## src/rtl/desc_dma_pkg.sv

```systemverilog
package desc_dma_pkg;

  typedef enum logic [2:0] {
    SEL_CMD0,
    SEL_CMD1,
    SEL_CMD2,
    SEL_SRC,
    SEL_DST
  } addr_sel_e;

  typedef struct packed {
    logic      loadCmd;
    logic      capSrc;
    logic      capDst;
    logic      capCnt;
    logic      step;
    logic      setDone;
    addr_sel_e addrSel;
  } ctl_strobe_t;

endpackage

```

## src/rtl/desc_dma_ctrl.sv

```systemverilog
module desc_dma_ctrl
  import desc_dma_pkg::*;
(
  input  logic        clk,
  input  logic        rst,
  input  logic        startReq,
  input  logic        busGnt,
  input  logic        dreq,
  input  logic        cntZero,
  output ctl_strobe_t strobe,
  output logic        busReq,
  output logic        memEn,
  output logic        memWe,
  output logic        dack,
  output logic        busy
);

  typedef enum logic [3:0] {
    S_IDLE, S_FREQ, S_F0, S_F1, S_F2, S_FEND,
    S_WAIT, S_WREQ, S_WRD, S_WWR, S_WACK, S_DONE
  } state_e;

  state_e state, nextState;

  always_ff @(posedge clk) begin
    if (rst) state <= S_IDLE;
    else     state <= nextState;
  end

  always_comb begin
    nextState = state;
    strobe    = '{default: '0, addrSel: SEL_CMD0};
    busReq    = 1'b0;
    memEn     = 1'b0;
    memWe     = 1'b0;
    dack      = 1'b0;
    unique case (state)
      S_IDLE: if (startReq) begin
        strobe.loadCmd = 1'b1;
        nextState      = S_FREQ;
      end
      S_FREQ: begin
        busReq = 1'b1;
        if (busGnt) nextState = S_F0;
      end
      S_F0: begin
        busReq = 1'b1; memEn = 1'b1;
        strobe.addrSel = SEL_CMD0;
        nextState = S_F1;
      end
      S_F1: begin
        busReq = 1'b1; memEn = 1'b1;
        strobe.addrSel = SEL_CMD1;
        strobe.capSrc  = 1'b1;
        nextState = S_F2;
      end
      S_F2: begin
        busReq = 1'b1; memEn = 1'b1;
        strobe.addrSel = SEL_CMD2;
        strobe.capDst  = 1'b1;
        nextState = S_FEND;
      end
      S_FEND: begin
        strobe.capCnt = 1'b1;
        nextState = S_WAIT;
      end
      S_WAIT: begin
        if (cntZero)   nextState = S_DONE;
        else if (dreq) nextState = S_WREQ;
      end
      S_WREQ: begin
        busReq = 1'b1;
        if (busGnt) nextState = S_WRD;
      end
      S_WRD: begin
        busReq = 1'b1; memEn = 1'b1;
        strobe.addrSel = SEL_SRC;
        nextState = S_WWR;
      end
      S_WWR: begin
        busReq = 1'b1; memEn = 1'b1; memWe = 1'b1; dack = 1'b1;
        strobe.addrSel = SEL_DST;
        strobe.step    = 1'b1;
        nextState = S_WACK;
      end
      S_WACK: begin
        busReq = 1'b1; dack = 1'b1;
        if (!dreq) nextState = S_WAIT;
      end
      S_DONE: begin
        strobe.setDone = 1'b1;
        nextState = S_IDLE;
      end
      default: nextState = S_IDLE;
    endcase
  end

  assign busy = (state != S_IDLE);

  AST_MEM_NEEDS_GNT: assert property (@(posedge clk) disable iff (rst)
    memEn |-> busGnt);
  AST_REQ_HOLD: assert property (@(posedge clk) disable iff (rst)
    (busReq && !busGnt) |=> busReq);
  AST_DACK_ON_WRITE: assert property (@(posedge clk) disable iff (rst)
    $rose(dack) |-> (memEn && memWe));
  AST_DACK_WAITS_DREQ: assert property (@(posedge clk) disable iff (rst)
    (dack && dreq) |=> dack);
  AST_BUS_RELEASE: assert property (@(posedge clk) disable iff (rst)
    $fell(dack) |-> !busReq);

endmodule

```

## src/rtl/desc_dma_path.sv

```systemverilog
module desc_dma_path
  import desc_dma_pkg::*;
#(
  parameter int WORD_W = 32
) (
  input  logic              clk,
  input  logic              rst,
  input  ctl_strobe_t       strobe,
  input  logic              clrDone,
  input  logic [WORD_W-1:0] hostWrData,
  input  logic [WORD_W-1:0] memRdData,
  output logic [WORD_W-1:0] memAddr,
  output logic [WORD_W-1:0] memWrData,
  output logic [WORD_W-1:0] cmdAddr,
  output logic              cntZero,
  output logic              doneFlag
);

  localparam int STEP = WORD_W / 8;
  localparam logic [WORD_W-1:0] STEP_V  = WORD_W'(STEP);
  localparam logic [WORD_W-1:0] STEP2_V = WORD_W'(2 * STEP);

  logic [WORD_W-1:0] srcReg, dstReg, cntReg;

  always_ff @(posedge clk) begin
    if (rst) begin
      cmdAddr <= '0;
      srcReg  <= '0;
      dstReg  <= '0;
      cntReg  <= '0;
    end else begin
      if (strobe.loadCmd) cmdAddr <= hostWrData;
      if (strobe.capSrc)  srcReg  <= memRdData;
      if (strobe.capDst)  dstReg  <= memRdData;
      if (strobe.capCnt)  cntReg  <= memRdData;
      if (strobe.step) begin
        srcReg <= srcReg + STEP_V;
        dstReg <= dstReg + STEP_V;
        cntReg <= cntReg - STEP_V;
      end
    end
  end

  always_ff @(posedge clk) begin
    if (rst)                 doneFlag <= 1'b0;
    else if (strobe.setDone) doneFlag <= 1'b1;
    else if (clrDone)        doneFlag <= 1'b0;
  end

  always_comb begin
    unique case (strobe.addrSel)
      SEL_CMD1: memAddr = cmdAddr + STEP_V;
      SEL_CMD2: memAddr = cmdAddr + STEP2_V;
      SEL_SRC:  memAddr = srcReg;
      SEL_DST:  memAddr = dstReg;
      default:  memAddr = cmdAddr;
    endcase
  end

  assign memWrData = memRdData;
  assign cntZero   = (cntReg == '0);

  AST_DONE_CLEAR: assert property (@(posedge clk) disable iff (rst)
    (clrDone && !strobe.setDone) |=> !doneFlag);
  AST_STEP_NOT_EMPTY: assert property (@(posedge clk) disable iff (rst)
    strobe.step |-> !cntZero);

endmodule

```

## src/rtl/desc_dma.sv

```systemverilog
module desc_dma
  import desc_dma_pkg::*;
#(
  parameter int WORD_W = 32
) (
  input  logic              clk,
  input  logic              rst,
  input  logic              hostWrEn,
  input  logic              hostSel,
  input  logic [WORD_W-1:0] hostWrData,
  output logic [WORD_W-1:0] hostRdData,
  output logic              busReq,
  input  logic              busGnt,
  output logic              memEn,
  output logic              memWe,
  output logic [WORD_W-1:0] memAddr,
  output logic [WORD_W-1:0] memWrData,
  input  logic [WORD_W-1:0] memRdData,
  input  logic              dreq,
  output logic              dack,
  output logic              irq
);

  ctl_strobe_t       strobe;
  logic              busy, cntZero, doneFlag, startReq, clrDone;
  logic [WORD_W-1:0] cmdAddr;

  assign startReq = hostWrEn && !hostSel;
  assign clrDone  = hostWrEn && hostSel && hostWrData[1];

  desc_dma_ctrl i_ctrl (
    .clk(clk), .rst(rst), .startReq(startReq), .busGnt(busGnt),
    .dreq(dreq), .cntZero(cntZero), .strobe(strobe), .busReq(busReq),
    .memEn(memEn), .memWe(memWe), .dack(dack), .busy(busy)
  );

  desc_dma_path #(.WORD_W(WORD_W)) i_path (
    .clk(clk), .rst(rst), .strobe(strobe), .clrDone(clrDone),
    .hostWrData(hostWrData), .memRdData(memRdData), .memAddr(memAddr),
    .memWrData(memWrData), .cmdAddr(cmdAddr), .cntZero(cntZero),
    .doneFlag(doneFlag)
  );

  assign irq        = doneFlag;
  assign hostRdData = hostSel ? {{(WORD_W-2){1'b0}}, doneFlag, busy} : cmdAddr;

  AST_CMD_IGNORED_BUSY: assert property (@(posedge clk) disable iff (rst)
    (busy && startReq) |=> $stable(cmdAddr));

endmodule

```

## config.mk

```make
export PLATFORM = sky130hd
export DESIGN_NAME = desc_dma
export DESIGN_NICKNAME = d
export VERILOG_FILES = /design/src/rtl/desc_dma_pkg.sv /design/src/rtl/desc_dma_ctrl.sv /design/src/rtl/desc_dma_path.sv /design/src/rtl/desc_dma.sv
export SDC_FILE = /design/constraint.sdc
export NUM_CORES = 1
export LEC_CHECK = 0
export ABC_AREA = 0
export CAP_MARGIN = 10
export CORE_MARGIN = 2
export CORE_UTILIZATION = 45
export CTS_CLUSTER_SIZE = 10
export DETAILED_ROUTE_END_ITERATION = 12
export PLACE_DENSITY = 0.73
export SLEW_MARGIN = 10
export SYNTH_ARGS = -nofsm -noshare
export SYNTH_HDL_FRONTEND = slang
export SYNTH_SLANG_ARGS = --single-unit
export TNS_END_PERCENT = 50
```

## constraint.sdc

```tcl
create_clock -name clk -period 2.9 [get_ports clk]
set_input_delay 0.58 -clock clk [delete_from_list [all_inputs] [get_ports clk]]
set_output_delay 0.58 -clock clk [all_outputs]
set_load 0.02 [all_outputs]
```

==> results of run 1 <==
logic make-up after synthesis:
kind of cell,count (synthesis),synth area share
AO/OA/AOI/OAI,354,0.250
multiplexers,49,0.0551
flip-flops,133,0.291
buffers and inverters,159,0.0809
AND/OR/NAND/NOR,548,0.312
adder cells (fa/ha/maj),5,0.00685
XOR/XNOR,4,0.00384
sequential cells by signal, summed over array words and instances (netlist names):
name             flops
i_ctrl.state         4
i_path.cmdAddr      32
i_path.cntReg       32
i_path.doneFlag      1
i_path.dstReg       32
i_path.srcReg       32
report_power, final:
part | leakage (nW) | internal [mW] | total, mW | switching, mW
clock | 0.279 | 1.21 | 2.12 | 0.911
combinational | 3.31 | 1.27 | 2.74 | 1.47
sequential | 1.08 | 2.00 | 2.21 | 0.212
total | 4.67 | 4.48 | 7.07 | 2.59
worst max-delay path: cells and delay by family (launching register included):
family / cells / cell delay, ns
AOI/OAI and AO/OA: 2 / 0.22
buffers and inverters: 5 / 0.90
DFF: 1 / 0.41
and+or+nand+nor: 2 / 0.41
layout make-up:
| class | instances | share of cell area |
|---|---|---|
| Sequential cell | 133 | 0.209 |
| Clock inverter | 14 | 0.00972 |
| Inverter | 21 | 0.00612 |
| Timing Repair Buffer | 346 | 0.242 |
| Multi-Input combinational cell | 960 | 0.473 |
| Clock buffer | 18 | 0.0341 |
| Tap cell | 270 | 0.0262 |
what timing repair did:
action,in CTS,in global routing
gates resized for setup,148,97
hold buffers,0,0
setup endpoints to repair,34,33
pin swaps,17,34
setup buffers,2,22
worst min-delay path by stage:
stage | from | slack [ns] | end
final | i_path.srcReg[1] | 0.46 | i_path.srcReg[1]
after global routing | i_path.srcReg[0] | 0.48 | i_path.srcReg[0]
after CTS | i_path.srcReg[1] | 0.46 | i_path.srcReg[1]
after detailed placement | i_path.cntReg[0] | 0.45 | i_path.cntReg[0]
after global placement | i_path.cntReg[8] | 0.44 | i_path.cntReg[8]
after floorplan | i_path.cntReg[8] | 0.43 | i_path.cntReg[8]
through the flow:
stage | hold WS (ns) | util | TNS, ns
2_1_floorplan | 0.431 | - | 0
3_3_place_gp | 0.443 | 0.585 | -0.926
3_5_place_dp | 0.450 | 0.585 | -1.66
4_1_cts | 0.460 | 0.619 | -0.973
5_1_grt | 0.479 | 0.640 | -1.04
6_report | 0.461 | 0.640 | -0.171
layout by cell type, fill, tap and decap left out, types with 13 or more instances in the layout:
cell type                         instances
sky130_fd_sc_hd__nand4_1                 40
sky130_fd_sc_hd__clkbuf_16               17
sky130_fd_sc_hd__a21oi_1                115
sky130_fd_sc_hd__buf_6                   19
sky130_fd_sc_hd__dfxtp_1                120
sky130_fd_sc_hd__mux2i_1                 35
sky130_fd_sc_hd__buf_4                  165
sky130_fd_sc_hd__nor2b_1                 29
sky130_fd_sc_hd__o211ai_1                23
sky130_fd_sc_hd__or3_1                   22
sky130_fd_sc_hd__inv_1                   20
sky130_fd_sc_hd__a31oi_1                 37
sky130_fd_sc_hd__and3_1                  13
sky130_fd_sc_hd__o21ai_0                 50
sky130_fd_sc_hd__nor3_1                  26
sky130_fd_sc_hd__nand2_1                169
sky130_fd_sc_hd__nand3_1                 58
sky130_fd_sc_hd__nor2_1                  92
sky130_fd_sc_hd__clkdlybuf4s50_1        135
metal layers:
layer	wire length, um	part of all wire	GRT usage	vias up
li1	-	-	-	5103
met1	14700	0.41	0.433	5233
met2	16300	0.46	0.508	601
met3	3620	0.10	0.0597	79
met4	1120	0.031	0.106	0
met5	0	0	0	-
==> flow_metrics.tcl, run 1 <==
set metrics [dict create \
    initialDrtViolationCount 1190 \
    clock_tree.root_cell "sky130_fd_sc_hd__clkbuf_16" \
    setup.worst_path.start_class "flop" \
    seq_area_frac_synth 0.291 \
    synthesis.instances 1252 \
    floorplan.io_pins 171 \
    critical_path.reg2reg.startpoint "i_ctrl.state[0]" \
    clk_pin_slew_ns 0.06 \
    rr_worst_depth 9 \
    yosysTopAreaCellShare 0.291 \
    initial_utilization 0.454 \
    dpl.hpwl_um 25900 \
    route.vias.total 11016 \
    die_w_um 146 \
    detail_route.wl_per_cell_um 20.2 \
    crit_arrival_ns 2.38 \
    grt_antenna_before_repair 0 \
    critical_path.endpoint_type "primary output" \
    timing.setup.critical_path_class "reg -> out" \
    synth-edff-count 0 \
    route.antenna.remaining_nets 0 \
    grt.total_usage 0.318 \
    final_critical_path_setup_slack_ns -0.0589 \
    cell_taking_the_most_area_after_synthesis "sky130_fd_sc_hd__dfxtp_1" \
    flow.area_growth_from_synthesis_pct 40.9 \
    synth_flop_cell "sky130_fd_sc_hd__dfxtp_1" \
    clk_path_buf_depth 2 \
    synth_top_cells_by_count "169 x sky130_fd_sc_hd__nand2_1, 133 x sky130_fd_sc_hd__dfxtp_1, 117 x sky130_fd_sc_hd__a21oi_1, 94 x sky130_fd_sc_hd__nor2_1, 82 x sky130_fd_sc_hd__clkbuf_1" \
    numClockSinks 133 \
    cts_buffer_count 17 \
    route.detailed.drc 0 \
    grt_setup_unrepaired "true" \
    whs_path_depth 2 \
    min_period_over_period 1.02 \
    critPathMaxStageDelay_ns 0.41 \
    failed_checks "negative setup slack" \
    synth.ff_latch_count 133 \
    synth_nets 1327 \
    final_cell_area_excluding_filler_cells_sq_um 12900 \
    synthDistinctLibCells 82 \
    pre_cts_slack_ns -0.136 \
    synth_area_sq_um 9140 \
    synth-warning-count 0 \
    clock_skew_ns 0.0118 \
    synth.top_cells.by_area "sky130_fd_sc_hd__dfxtp_1 29%, sky130_fd_sc_hd__nand2_1 6.9%, sky130_fd_sc_hd__a21oi_1 6.4%" \
    drt-vias-per-instance 6.25 \
    first_global_vias 9865 \
    finalSetupViolCount 7 \
    io_buffers 170 \
    critical_path.startpoint "i_ctrl.state[3]" \
    min-delay-path-class "reg -> reg" \
    full_die_area_sq_um 21500 \
    status "complete, but fails checks" \
    routed_wl_um 35700 \
    dr.pass1.iters 6 \
    finish.net_count 1554 \
    place_congestion 1.01 \
    die_h_um 146 \
    crit_top_cell "sky130_fd_sc_hd__buf_4" \
    dpl.cell_count 1706 \
    globalRoute.totalOverflow 0 \
    design_power_total_mw 7.07 \
    first_pass_grt_wire_length_um 54600 \
    crit_fanout 8 \
    slowest_stage "sky130_fd_sc_hd__dfxtp_2" \
    r2r_slack_ns 0.18 \
    core_area_sq_um 20100 \
    rows 52 \
    post_synth.cell_area_avg_sq_um 7.30 \
    htree_levels 4 \
    area_used_by_multi_input_combinational_logic_sq_um 6090 \
    irDropWorstVdd_mv 0.457 \
    placed_area_sq_um 11800 \
    register_area_sq_um 2690 \
    drv_cap 0 \
    final_cells 1762 \
    tightestPinTransition_ns 0.992 \
    crit_path_capture "memAddr[5]" \
    fillCellCount 1731 \
    power-per-cell-area_nw_per_um2 549 \
    max_freq_mhz 338 \
    crit-reg2reg-capture "i_path.dstReg[22]" \
    p_leak_nw 4.67 \
    cp.required_ns 2.32 \
    synth-async-reset-ratio 0 \
    number_of_hold_slack_violations_in_the_final_timing_report 0 \
    insertedDiodeCount 0 \
    insertion_delay_ns 0.43 \
    synthMostInstantiatedCell "sky130_fd_sc_hd__nand2_1" \
    critical_path.cell_chain "buf_4 -> nor3b_2 -> buf_4 -> nor2_1 -> buf_4 -> o21ai_1 -> o211ai_1 -> buf_4 -> buf_4" \
    pin_count_of_the_biggest_net_entering_global_routing 70 \
    final_layout_size_suffix_gt1_frac 0.213 \
    cts_tree "yes" \
    finalMaxSlewViolations 0 \
    max_slew_margin 0.336 \
    timing.final.crit_period_ns 2.96 \
]
Note: power is estimated with default switching activity, not from simulation.
==> run 2, diff against run 1 <==
--- a/config.mk
+++ b/config.mk
@@ -6,7 +6,6 @@
 export NUM_CORES = 1
 export LEC_CHECK = 0
 export ABC_AREA = 0
-export CAP_MARGIN = 10
 export CORE_MARGIN = 2
 export CORE_UTILIZATION = 45
 export CTS_CLUSTER_SIZE = 10
==> results of run 2 <==
Final layout, timing and power as in run 1 (identical DEF).
